==> src/rtl/syst_pkg.sv <==
package syst_pkg;

    // Operating mode of a single grid cell.
    typedef enum logic {
        CELL_RUN  = 1'b0,
        CELL_LOAD = 1'b1
    } cell_mode_e;

    // Accumulator width: product width plus growth for summing `rows` terms.
    function automatic int acc_width(input int dw, input int ww, input int rows);
        return dw + ww + $clog2(rows);
    endfunction

endpackage

==> src/rtl/syst_mac_cell.sv <==
module syst_mac_cell #(
    parameter int DW = 8,
    parameter int WW = 8,
    parameter int AW = 18
) (
    input  logic          clk,
    input  logic          rst_n,
    input  logic          load_en,
    input  logic [WW-1:0] w_in,
    input  logic [DW-1:0] x_in,
    input  logic [AW-1:0] sum_in,
    output logic [WW-1:0] w_out,
    output logic [DW-1:0] x_out,
    output logic [AW-1:0] sum_out
);
    import syst_pkg::*;

    typedef struct packed {
        logic [WW-1:0] w;
        logic [DW-1:0] x;
        logic [AW-1:0] sum;
    } cell_state_t;

    cell_state_t st_d, st_q;
    cell_mode_e  mode;
    logic [AW-1:0] x_ext, w_ext, prod;

    always_comb begin
        mode  = load_en ? CELL_LOAD : CELL_RUN;
        x_ext = {{(AW-DW){x_in[DW-1]}}, x_in};
        w_ext = {{(AW-WW){st_q.w[WW-1]}}, st_q.w};
        prod  = x_ext * w_ext;
        st_d      = st_q;
        st_d.x    = x_in;
        st_d.sum  = sum_in + prod;
        case (mode)
            CELL_LOAD: st_d.w = w_in;
            default:   st_d.w = st_q.w;
        endcase
    end

    always_ff @(posedge clk or negedge rst_n) begin
        if (!rst_n) st_q <= '0;
        else        st_q <= st_d;
    end

    assign w_out   = st_q.w;
    assign x_out   = st_q.x;
    assign sum_out = st_q.sum;

    // coefficient stays put when not loading
    p_weight_hold_r4: assert property (@(posedge clk) disable iff (!rst_n)
        !load_en |=> $stable(w_out));

    // loading copies the value offered by the neighbour above
    p_weight_shift_r3: assert property (@(posedge clk) disable iff (!rst_n)
        load_en |=> (w_out == $past(w_in)));

    // a zero operand contributes nothing to the running sum
    p_zero_input_passes_sum_r1: assert property (@(posedge clk) disable iff (!rst_n)
        (x_in == '0) |=> (sum_out == $past(sum_in)));

endmodule

==> src/rtl/syst_valid_pipe.sv <==
module syst_valid_pipe #(
    parameter int DEPTH = 6
) (
    input  logic             clk,
    input  logic             rst_n,
    input  logic             kill,
    input  logic             v_in,
    output logic [DEPTH-1:0] stages
);
    typedef struct packed {
        logic [DEPTH-1:0] v;
    } vpipe_state_t;

    vpipe_state_t st_d, st_q;

    always_comb begin
        st_d = st_q;
        st_d.v[0] = v_in & ~kill;
        for (int i = 1; i < DEPTH; i++) begin
            st_d.v[i] = st_q.v[i-1];
        end
    end

    always_ff @(posedge clk or negedge rst_n) begin
        if (!rst_n) st_q <= '0;
        else        st_q <= st_d;
    end

    assign stages = st_q.v;

    // no launch while the coefficient chain is shifting
    p_load_blocks_launch_r5: assert property (@(posedge clk) disable iff (!rst_n)
        kill |=> !stages[0]);

    // an accepted input valid always enters the pipeline
    p_launch_accepted_r6: assert property (@(posedge clk) disable iff (!rst_n)
        (v_in && !kill) |=> stages[0]);

endmodule

==> src/rtl/syst_ws_array.sv <==
module syst_ws_array #(
    parameter  int ROWS = 4,
    parameter  int COLS = 3,
    parameter  int DW   = 8,
    parameter  int WW   = 8,
    localparam int AW   = syst_pkg::acc_width(DW, WW, ROWS)
) (
    input  logic               clk,
    input  logic               rst_n,
    input  logic               load_en,
    input  logic [COLS*WW-1:0] load_row,
    input  logic               in_valid,
    input  logic [ROWS*DW-1:0] in_data,
    output logic [COLS-1:0]    out_valid,
    output logic [COLS*AW-1:0] out_data
);
    localparam int VDEPTH = ROWS + COLS - 1;

    logic [WW-1:0] w_lnk [ROWS][COLS];
    logic [DW-1:0] x_lnk [ROWS][COLS];
    logic [AW-1:0] s_lnk [ROWS][COLS];
    logic [DW-1:0] lane_x [ROWS];
    logic [VDEPTH-1:0] vstages;

    // Compute data is masked at the edge while the chain shifts.
    always_comb begin
        for (int r = 0; r < ROWS; r++) begin
            lane_x[r] = load_en ? '0 : in_data[r*DW +: DW];
        end
    end

    for (genvar r = 0; r < ROWS; r++) begin : g_row
        for (genvar c = 0; c < COLS; c++) begin : g_col
            logic [WW-1:0] w_src;
            logic [DW-1:0] x_src;
            logic [AW-1:0] s_src;

            if (r == 0) begin : g_top
                assign w_src = load_row[c*WW +: WW];
                assign s_src = '0;
            end else begin : g_inner
                assign w_src = w_lnk[r-1][c];
                assign s_src = s_lnk[r-1][c];
            end

            if (c == 0) begin : g_left
                assign x_src = lane_x[r];
            end else begin : g_right
                assign x_src = x_lnk[r][c-1];
            end

            syst_mac_cell #(.DW(DW), .WW(WW), .AW(AW)) u_cell (
                .clk     (clk),
                .rst_n   (rst_n),
                .load_en (load_en),
                .w_in    (w_src),
                .x_in    (x_src),
                .sum_in  (s_src),
                .w_out   (w_lnk[r][c]),
                .x_out   (x_lnk[r][c]),
                .sum_out (s_lnk[r][c])
            );
        end
    end

    syst_valid_pipe #(.DEPTH(VDEPTH)) u_vpipe (
        .clk    (clk),
        .rst_n  (rst_n),
        .kill   (load_en),
        .v_in   (in_valid),
        .stages (vstages)
    );

    for (genvar c = 0; c < COLS; c++) begin : g_out
        assign out_data[c*AW +: AW] = s_lnk[ROWS-1][c];
        assign out_valid[c]         = vstages[ROWS-1+c];
    end

    // Tail values that leave the grid edges without a consumer.
    logic [ROWS*DW-1:0] x_tail;
    logic [COLS*WW-1:0] w_tail;
    for (genvar r = 0; r < ROWS; r++) begin : g_xtail
        assign x_tail[r*DW +: DW] = x_lnk[r][COLS-1];
    end
    for (genvar c = 0; c < COLS; c++) begin : g_wtail
        assign w_tail[c*WW +: WW] = w_lnk[ROWS-1][c];
    end
    logic unused_tails;
    assign unused_tails = ^{x_tail, w_tail, vstages};

    // each column's valid repeats its left neighbour one cycle later
    for (genvar c = 1; c < COLS; c++) begin : g_skew_chk
        p_column_skew_r6: assert property (@(posedge clk) disable iff (!rst_n)
            out_valid[c] == $past(out_valid[c-1]));
    end

endmodule

==> config.mk <==
export PLATFORM = sky130hd
export DESIGN_NAME = syst_ws_array
export DESIGN_NICKNAME = d
export VERILOG_FILES = /design/src/rtl/syst_pkg.sv /design/src/rtl/syst_mac_cell.sv /design/src/rtl/syst_valid_pipe.sv /design/src/rtl/syst_ws_array.sv
export SDC_FILE = /design/constraint.sdc
export NUM_CORES = 2
export LEC_CHECK = 0
export ABC_AREA = 1
export BUFFER_PORTS_ARGS = -buffer_cell sky130_fd_sc_hd__buf_2
export CORE_ASPECT_RATIO = 0.75
export CORE_MARGIN = 1
export CORE_UTILIZATION = 61
export CTS_BUF_LIST = sky130_fd_sc_hd__clkbuf_2
export DETAILED_ROUTE_END_ITERATION = 10
export GPL_TIMING_DRIVEN = 0
export PLACE_DENSITY = 0.89
export RECOVER_POWER = 25
export REMOVE_ABC_BUFFERS = 1
export SYNTH_ARGS = -nofsm -noshare
export SYNTH_HDL_FRONTEND = slang
export SYNTH_SLANG_ARGS = --single-unit
==> constraint.sdc <==
create_clock -name clk -period 6.71 [get_ports clk]
set_clock_uncertainty 0.05 [all_clocks]
set_input_delay 0.671 -clock clk [delete_from_list [all_inputs] [get_ports clk]]
set_output_delay 0.671 -clock clk [all_outputs]
set_load 0.01 [all_outputs]
Word-level counts from Yosys, hierarchy flattened:

Cells that the tools add are included.

* register bits after elaboration: 382
* output and inout port bits: 57
* word-level logic and storage cells: 61

* muxes and demuxes: 5
* bitwise logic cells: 2
* $add $sub $neg: 9
* $mul: 12

Operators by type and width (number)
* $mul 8x8->16: 12
* $add 18x18->18: 9
* $mux 8: 4
* $and 1x1->1: 1
* $mux 1: 1
* $not 1->1: 1

Depth between registers and ports, before layout:

* depth in word-level cells: 3
* depth in mapped cells: 33

Modules after synthesis:

A second synthesis with hierarchy kept.

* cell total of the unflattened synthesis: 7012
* area total of the unflattened synthesis: 55236.7 um2

By module, submodules not included
* syst_mac_cell at g_row[0].g_col[0].u_cell ...: seq. area each 850.8 um2, instances 4, area each 4559.4 um2, cells an instance 581
* syst_mac_cell at g_row[1].g_col[2].u_cell ...: seq. area each 850.8 um2, instances 3, area each 4495.6 um2, cells an instance 556
* syst_mac_cell at g_row[3].g_col[0].u_cell ...: seq. area each 850.8 um2, instances 2, area each 4580.6 um2, cells an instance 593
* syst_mac_cell at g_row[2].g_col[2].u_cell: seq. area each 850.8 um2, instances 1, area each 4669.5 um2, cells an instance 585
* syst_mac_cell at g_row[1].g_col[1].u_cell: seq. area each 850.8 um2, instances 1, area each 4638.2 um2, cells an instance 594
* syst_mac_cell at g_row[3].g_col[2].u_cell: seq. area each 850.8 um2, instances 1, area each 4568.1 um2, cells an instance 574
* syst_ws_array: seq. area each 0.0 um2, instances 1, area each 277.8 um2, cells an instance 68
* syst_valid_pipe: seq. area each 150.1 um2, instances 1, area each 197.7 um2, cells an instance 13

Worst setup path before layout:

Ideal clock, no wire load.

* path kind: input to register
* start point: in load_en
* end point: reg g_row[3].g_col[0].u_cell.st_q, in the netlist g_row[3].g_col[0].u_cell.sum_out[17]
* stages: 29
* required time: 6543 ps
* setup slack: 986 ps
* arrival time: 5557 ps
* setup time: 117 ps
* cell sequence: buf_2 > nor2_1 > inv_1 > nor2_1 > inv_1 > fa_1 > inv_1 > fa_1 > inv_1 > fa_1 > inv_1 > fa_1 > ha_1 > nand2_1 > inv_1 > a21boi_0 > nand3_1 > nand2_1 > nand2_1 > ha_1 > nand2_1 > nor2_1 > nand2_1 > inv_1 > nand4_1 > nand3_1 > inv_1 > nand3_1 > nand2_1

RTL lines
* start, declared: line syst_ws_array.sv:10 `input logic load_en,`
* end signal, assigned: line syst_mac_cell.sv:44 `else st_q <= st_d;`
* end, declared: line syst_mac_cell.sv:24 `cell_state_t st_d, st_q;`

==> impl_metrics.json <==
{
  "setup_viol": 0,
  "period_needed_ps": 6300,
  "fin_cells": 7342,
  "cts-root-buf": "clkbuf_2",
  "crit_arrival_ps": 7330,
  "cp_top_family": "adder cells",
  "drc": 7,
  "wl_mm": 114.8,
  "slew_headroom_pct": -171.6,
  "grt_pass1_vias": 40120,
  "place_worst_setup_slack_ps": -799.3,
  "cts_setup_buffers": 0,
  "critPathMaxStageDelay_ps": 520,
  "max_freq_ghz": 0.1587,
  "rsz0062_at_grt": "false",
  "clk_pin_slew_ps": 120,
  "die_x_um": 329.0,
  "ys_ff_latch": 376,
  "io_buffers": 116,
  "antenna_found_initial": 2,
  "insertion_delay_ps": 1250,
  "wl_met3_mm": 10.24,
  "post_cts_resized": 0,
  "hp-class": "primary input to flip-flop",
  "synth_top_cell_by_area": "fa_1",
  "drv_cap": 2,
  "cts_tree": "yes",
  "critical_path_required_ps": 7740,
  "die_area_um2": 81360,
  "cpMostUsedCell": "nand2_1",
  "area_growth_syn_to_layout_pct": 6.976,
  "synth_most_common_cell": "inv_1",
  "synth_seq_area_share_pct": 19.23,
  "setup-tns-final_ps": 0,
  "ir_worst_vdd_uv": 298.2,
  "cp-end-kind": "flip-flop",
  "synthFlopType": "dfrtp_1",
  "startpoint": "load_en",
  "synthArstFlopShare_pct": 100.0,
  "synth_warnings": 0,
  "maxUsedRoutingLayer": "met4",
  "grt_pass1_wl_mm": 191.9,
  "worst_pin_slew_ps": 4074,
  "drt_iter0_drc": 3086,
  "fin_nets": 7450,
  "rows": 89,
  "critPathMaxFanout": 69,
  "powerDensity_nw_per_um2": 367.4,
  "drive_gt1_share_pct": 5.167,
  "dieHeight_um": 247.3,
  "regToRegStartpoint": "g_row[3].g_col[0].u_cell.w_out[2]",
  "hp-start": "load_en",
  "synthCells": 6050,
  "synthTopCellsByCount": "1,539 x inv_1, 1,323 x nand2_1, 669 x fa_1, 498 x ha_1, 400 x nor2_1",
  "initial_core_util_pct": 61.89,
  "critPathBufInv": 11,
  "grt_util_all_layers_pct": 29.18,
  "met1Wirelength_mm": 49.25,
  "core_region_area_um2": 79060,
  "slowest_stage": "fa_1",
  "netlist_area_um2": 48930,
  "cts_buffers": 95,
  "clkSinkCount": 376,
  "path_class": "primary input to flip-flop",
  "status": "finished, violations left",
  "viasPerCell": 5.316,
  "drv_slew": 100,
  "clk_path_buf_depth": 3,
  "post-route-period-util_pct": 93.89,
  "violations": "design-rule violations, max-capacitance violations, max-slew violations",
  "synth_top_cell_area_share_pct": 27.37,
  "hold_viol_final": 0,
  "synth.distinct_cells": 39,
  "grt_overflow": 0,
  "avgSynthCellArea_um2": 8.088,
  "vias": 39030,
  "drtPass1Iterations": 9,
  "grt_max_degree": 125,
  "leakage_uw": 0.03072,
  "fin_area_um2": 52340,
  "place_congestion": 0.9666,
  "ant_nets": 0,
  "io_pins": 117,
  "worst_slack_ps": 410.2,
  "synth_area_leaders": "fa_1 27%, dfrtp_1 19%, ha_1 13%, inv_1 12%, nand2_1 10%",
  "startpoint_type": "primary input",
  "drt-wirelength-per-cell_um": 15.63,
  "finalPower_uw": 19230,
  "dp_hpwl_mm": 92.23,
  "h-tree-depth": 3,
  "dp_cells": 7070,
  "postPlaceCellArea_um2": 50400,
  "synth-edff-count": 0,
  "n_fill_cell": 6208,
  "wl_met2_mm": 52.81
}
==> kinds of logic after synthesis <==
| group | count (synthesis) | share of synthesized area, % |
|---|---|---|
| simple gates | 2014 | 16.45 |
| flops | 376 | 19.23 |
| fa+ha+maj | 1167 | 40.11 |
| compound gates | 495 | 5.784 |
| xor+xnor | 298 | 5.334 |
| buf+inv | 1700 | 13.09 |
==> final timing paths <==
path | slack [ps] | depth (start not counted) | endpoint
max | 410 | 34 | g_row[3].g_col[0].u_cell.sum_out[17]
min | 70 | 3 | g_row[1].g_col[0].u_cell.x_out[4]
max reg2reg | 620 | 32 | g_row[3].g_col[0].u_cell.sum_out[17]
min reg2reg | 300 | 0 | u_vpipe.stages[1]
max in group asynchronous | 1660 | 4 | g_row[2].g_col[2].u_cell.sum_out[1]
min in group asynchronous | 1920 | 3 | g_row[1].g_col[2].u_cell.w_out[1]
==> state kept, by name, indices dropped and copies added, names as in the netlist <==
register	cells
g_row.g_col.u_cell.sum_out	210
g_row.g_col.u_cell.w_out	96
g_row.g_col.u_cell.x_out	64
u_vpipe.stages	6
==> cell usage in the layout (no fill, tap or decap), types with 85 or more instances in the layout <==
master	netlist	routed
dfrtp_1	376	376
nand2_1	1323	1323
nor2_1	400	400
o21ai_0	133	133
inv_1	1539	1539
dlygate4sd3_1	0	100
clkbuf_2	0	128
fa_1	669	669
nand3_1	201	201
xor2_1	194	194
buf_2	15	85
ha_1	498	498
xnor2_1	104	104
a21oi_1	239	239
==> metrics by stage <==
| step | hold WS [ps] | utilization, % |
|---|---|---|
| 2_1_floorplan | 281.2 | - |
| 3_3_place_gp | 285.2 | 63.55 |
| 3_5_place_dp | 284.7 | 63.74 |
| 4_1_cts | 3.914 | 66.24 |
| 5_1_grt | -16.98 | 66.21 |
| 6_report | 67.40 | 66.21 |
==> metal layers <==
layer  GRT usage, %  vias up
met1          40.57    18850
met5              0        -
met4          7.469        0
met2          46.68     1647
met3          6.000      228
li1               -    18300
==> worst register-to-register path, delay by kind of cell (launching register included) <==
kind | cells | cell delay, ps
AND/OR/NAND/NOR | 14 | 1380
XOR/XNOR | 1 | 210
adder cells (fa/ha/maj) | 6 | 2790
buffers and inverters | 9 | 790
AO/OA/AOI/OAI | 2 | 390
flip-flops | 1 | 380
==> final cells by class <==
type	count	area, µm²	share of cell area, %
Multi-Input combinational cell	3974	33110	63.26
Sequential cell	376	9409	17.98
Inverter	1553	5832	11.14
Timing Repair Buffer	223	1717	3.280
Tap cell	1046	1309	2.500
Clock buffer	128	640.6	1.224
Clock inverter	36	307.8	0.5880
Antenna cell	6	15.01	0.02868
==> report_power, final <==
group,leakage [µW],internal [µW],total [µW],switching [µW]
combinational,0.0254,5200,13700,8500
sequential,0.00461,3120,3710,592
clock,0.000688,753,1820,1070
total,0.0307,9080,19200,10200
==> timing repair <==
item / 4_1_cts / 5_1_grt
endpoints found under the hold margin: 262 / 0
hold buffers: 101 / 0
setup endpoints to repair: 0 / 1
Note: power is estimated with default switching activity, not from simulation.
